<file path="src/rtl/prio_shift_reg.sv">
module prio_shift_reg #(
  parameter int W = 4
) (
  input  logic         clk,
  input  logic         rst,
  input  logic         zap,
  input  logic         fill,
  input  logic         ld,
  input  logic         shl,
  input  logic         sin,
  input  logic [W-1:0] din,
  output logic [W-1:0] q
);
  logic [2:0]   op;
  logic [W-1:0] shifted;
  logic [W-1:0] nxt;

  assign op[2] = !zap & fill;
  assign op[1] = (!zap & !fill & !ld & shl) | zap;
  assign op[0] = (!zap & !fill & ld) | zap;

  if (W > 1) begin : g_wide
    assign shifted = {q[W-2:0], sin};
  end else begin : g_one
    assign shifted = sin;
  end

  for (genvar i = 0; i < W; i++) begin : g_bit
    always_comb begin
      case (op)
        3'b001:  nxt[i] = din[i];
        3'b010:  nxt[i] = shifted[i];
        3'b011:  nxt[i] = 1'b0;
        3'b100:  nxt[i] = 1'b1;
        default: nxt[i] = q[i];
      endcase
    end
  end

  always_ff @(posedge clk) begin
    if (rst) q <= '0;
    else     q <= nxt;
  end
endmodule


</file>
<file path="config.mk">
export PLATFORM = sky130hd
export DESIGN_NAME = prio_shift_reg
export DESIGN_NICKNAME = d
export VERILOG_FILES = /design/src/rtl/prio_shift_reg.sv
export SDC_FILE = /design/constraint.sdc
export NUM_CORES = 1
export LEC_CHECK = 0
export BUFFER_PORTS_ARGS = -buffer_cell sky130_fd_sc_hd__buf_4
export CAP_MARGIN = 15
export CORE_AREA = 2 2 39 41
export DETAILED_ROUTE_END_ITERATION = 10
export DIE_AREA = 0 0 41 43
export GPL_TIMING_DRIVEN = 0
export SYNTH_ARGS = -nofsm -noshare
export SYNTH_HDL_FRONTEND = slang
export SYNTH_SLANG_ARGS = --single-unit
</file>
<file path="constraint.sdc">
create_clock -name clk -period 1.3 [get_ports clk]
set_input_delay 0.195 -clock clk [delete_from_list [all_inputs] [get_ports clk]]
set_output_delay 0.195 -clock clk [all_outputs]
set_load 0.005 [all_outputs]
</file>
==> out/results.ini <==
[timing]
setup_tns_ns=0
timing.final.crit_share_pct=69.0
slew_viol_final=0
period_minus_slack_ns=0.897
max_freq_ghz=1.11
fin_hold_ws_ns=0.239
setup_violations=0
skew_ns=0.00329
hold_viol_final=0
relSlewSlack_pct=84.5
rsz0062_at_grt=false
tightest_slew_ns=0.230
finalWorstSetupSlack_ns=0.403

[yosys]
synth.top_cell.area_share_pct=45.7
synth.yosys.warnings=0
synth_cell_type_count=7
avgSynthCellArea_um2=9.22
synth_seq_cells=4
synth_area_leaders=dfxtp_1 (46%), nor4_1 (14%), o22ai_1 (14%)
netlist_area_um2=175
syn_nets=30
synth_seq_area_share_pct=45.7
synth.largest_area_cell=dfxtp_1
syn_inst=19

[finish]
area_growth_pct=84.3
n_antenna_cell=0
fill_cells=159
regMostFlops=q
largest_reg_flops=4
top_regs=q (4)
nets=49
drive_gt1_share_pct=52.8
stdcell_count=52

[die]
die_height_um=43
placementRows=14
die_area_mm2=0.00176
fp.coreArea_mm2=0.00138
start_util_pct=12.7
die_w_um=41
io-pin-count=15

[route]
routed_wl_um=531
initialDrtViolationCount=3
post_drt_wl_per_cell_um=10.2
final_antenna_net_count=0
vias=223
drt_pass1_iterations=3
drc=0
viasPerCell=4.29

[critical_path]
cp-end-kind=output pin
critical_path_class=reg2out
arrival_ns=0.70
crit_slowest_cell=dfxtp_1
reg2reg_setup_slack_ns=0.51
start_kind=flop
path_buf_inv=1
cp.required_ns=1.11
max_stage_delay_ns=0.34
crit_path_cell_trace=buf_4
path_delay_family=flip-flops
path_max_fanout=3

[cts]
cts_inserted_buffers=3
cts.sinks=4
cts_resized=0
cts_hold_buf=0
root_buffer=clkbuf_4
clock_path_buffers=2
cts_tree=built
cts_setup_buffers=0
cts.clk_slew.worst_paths_ns=0.04
h-tree-depth=1
clkLatencyLatePin_ns=0.24

[power]
power-per-cell-area_mw_per_mm2=1110
peakVddDrop_mv=0.329
p_leak_nw=0.139

[place]
dpl_worst_slack_ns=0.217
port_buffers=14
dp_cells=49
gp_congestion=0.684

[status]
status=finished, final reports clean

[global_routing]
track_usage_pct=8.12
antenna_found_initial=0
grt_overflow=0
grt_pass1_wl_um=807
grt_max_degree=7
grt_pass1_vias=222

[hold_path]
hp-class=in2reg

[flow_run]
maxCapViolCount=0

cells in the final DEF (no fill, tap or decap):
cell	instances
or2b_1	1
dfxtp_1	4
or2_2	1
o22ai_1	4
nor3_1	4
clkbuf_4	3
or3b_4	1
buf_4	14
nor4_1	4
per-stage QoR:
stage / instance area [um2] / power [mW] / util, %
floorplan: 175 / 0.158 / -
global placement: 300 / 0.201 / 21.7
detailed placement: 300 / 0.201 / 21.7
CTS: 323 / 0.364 / 23.3
global route: 323 / 0.370 / 23.3
finish: 323 / 0.358 / 23.3
where the power goes:
group	internal (mW)	total, mW	switching, mW
sequential	0.131	0.136	0.00497
clock	0.104	0.160	0.0563
combinational	0.0400	0.0624	0.0223
total	0.275	0.358	0.0836
cell families after synthesis:
| kind of cell | count (synthesis) | share of synthesized area, % |
|---|---|---|
| flops | 4 | 45.7 |
| simple gates | 11 | 40.0 |
| compound gates | 4 | 14.3 |
synth_stat cells:
library cell and number:
dfxtp_1 4, nor3_1 4, nor4_1 4, o22ai_1 4
or2_2 1, or2b_1 1, or3b_4 1
layout make-up:
type / count / area [um2] / share of cell area [%]
sequential: 4 / 80.1 / 24.8
tap: 16 / 20.0 / 6.20
clock buffer: 3 / 22.5 / 6.98
multi-input combinational: 15 / 95.1 / 29.5
timing repair buffer: 14 / 105 / 32.6
metal layers:
| metal | vias to the layer above | global-route usage (%) | share of wire, % |
|---|---|---|---|
| met4 | 0 | 12.0 | 6.0 |
| met3 | 4 | 5.76 | 12 |
| met5 | - | 0 | 0 |
| met1 | 97 | 6.07 | 36 |
| met2 | 9 | 10.3 | 45 |
| li1 | 113 | - | - |
path summary, 6_finish.rpt:
check | start | endpoint | cells past startpoint
worst max-delay path | q[1]$_SDFFE_PP0P_ | q[1] | 1
worst min register to register | q[3]$_SDFFE_PP0P_ | q[3]$_SDFFE_PP0P_ | 2
worst max register to register | q[1]$_SDFFE_PP0P_ | q[1]$_SDFFE_PP0P_ | 2
worst min-delay path | din[0] | q[0]$_SDFFE_PP0P_ | 3
Power figures use the tool's default switching activity.
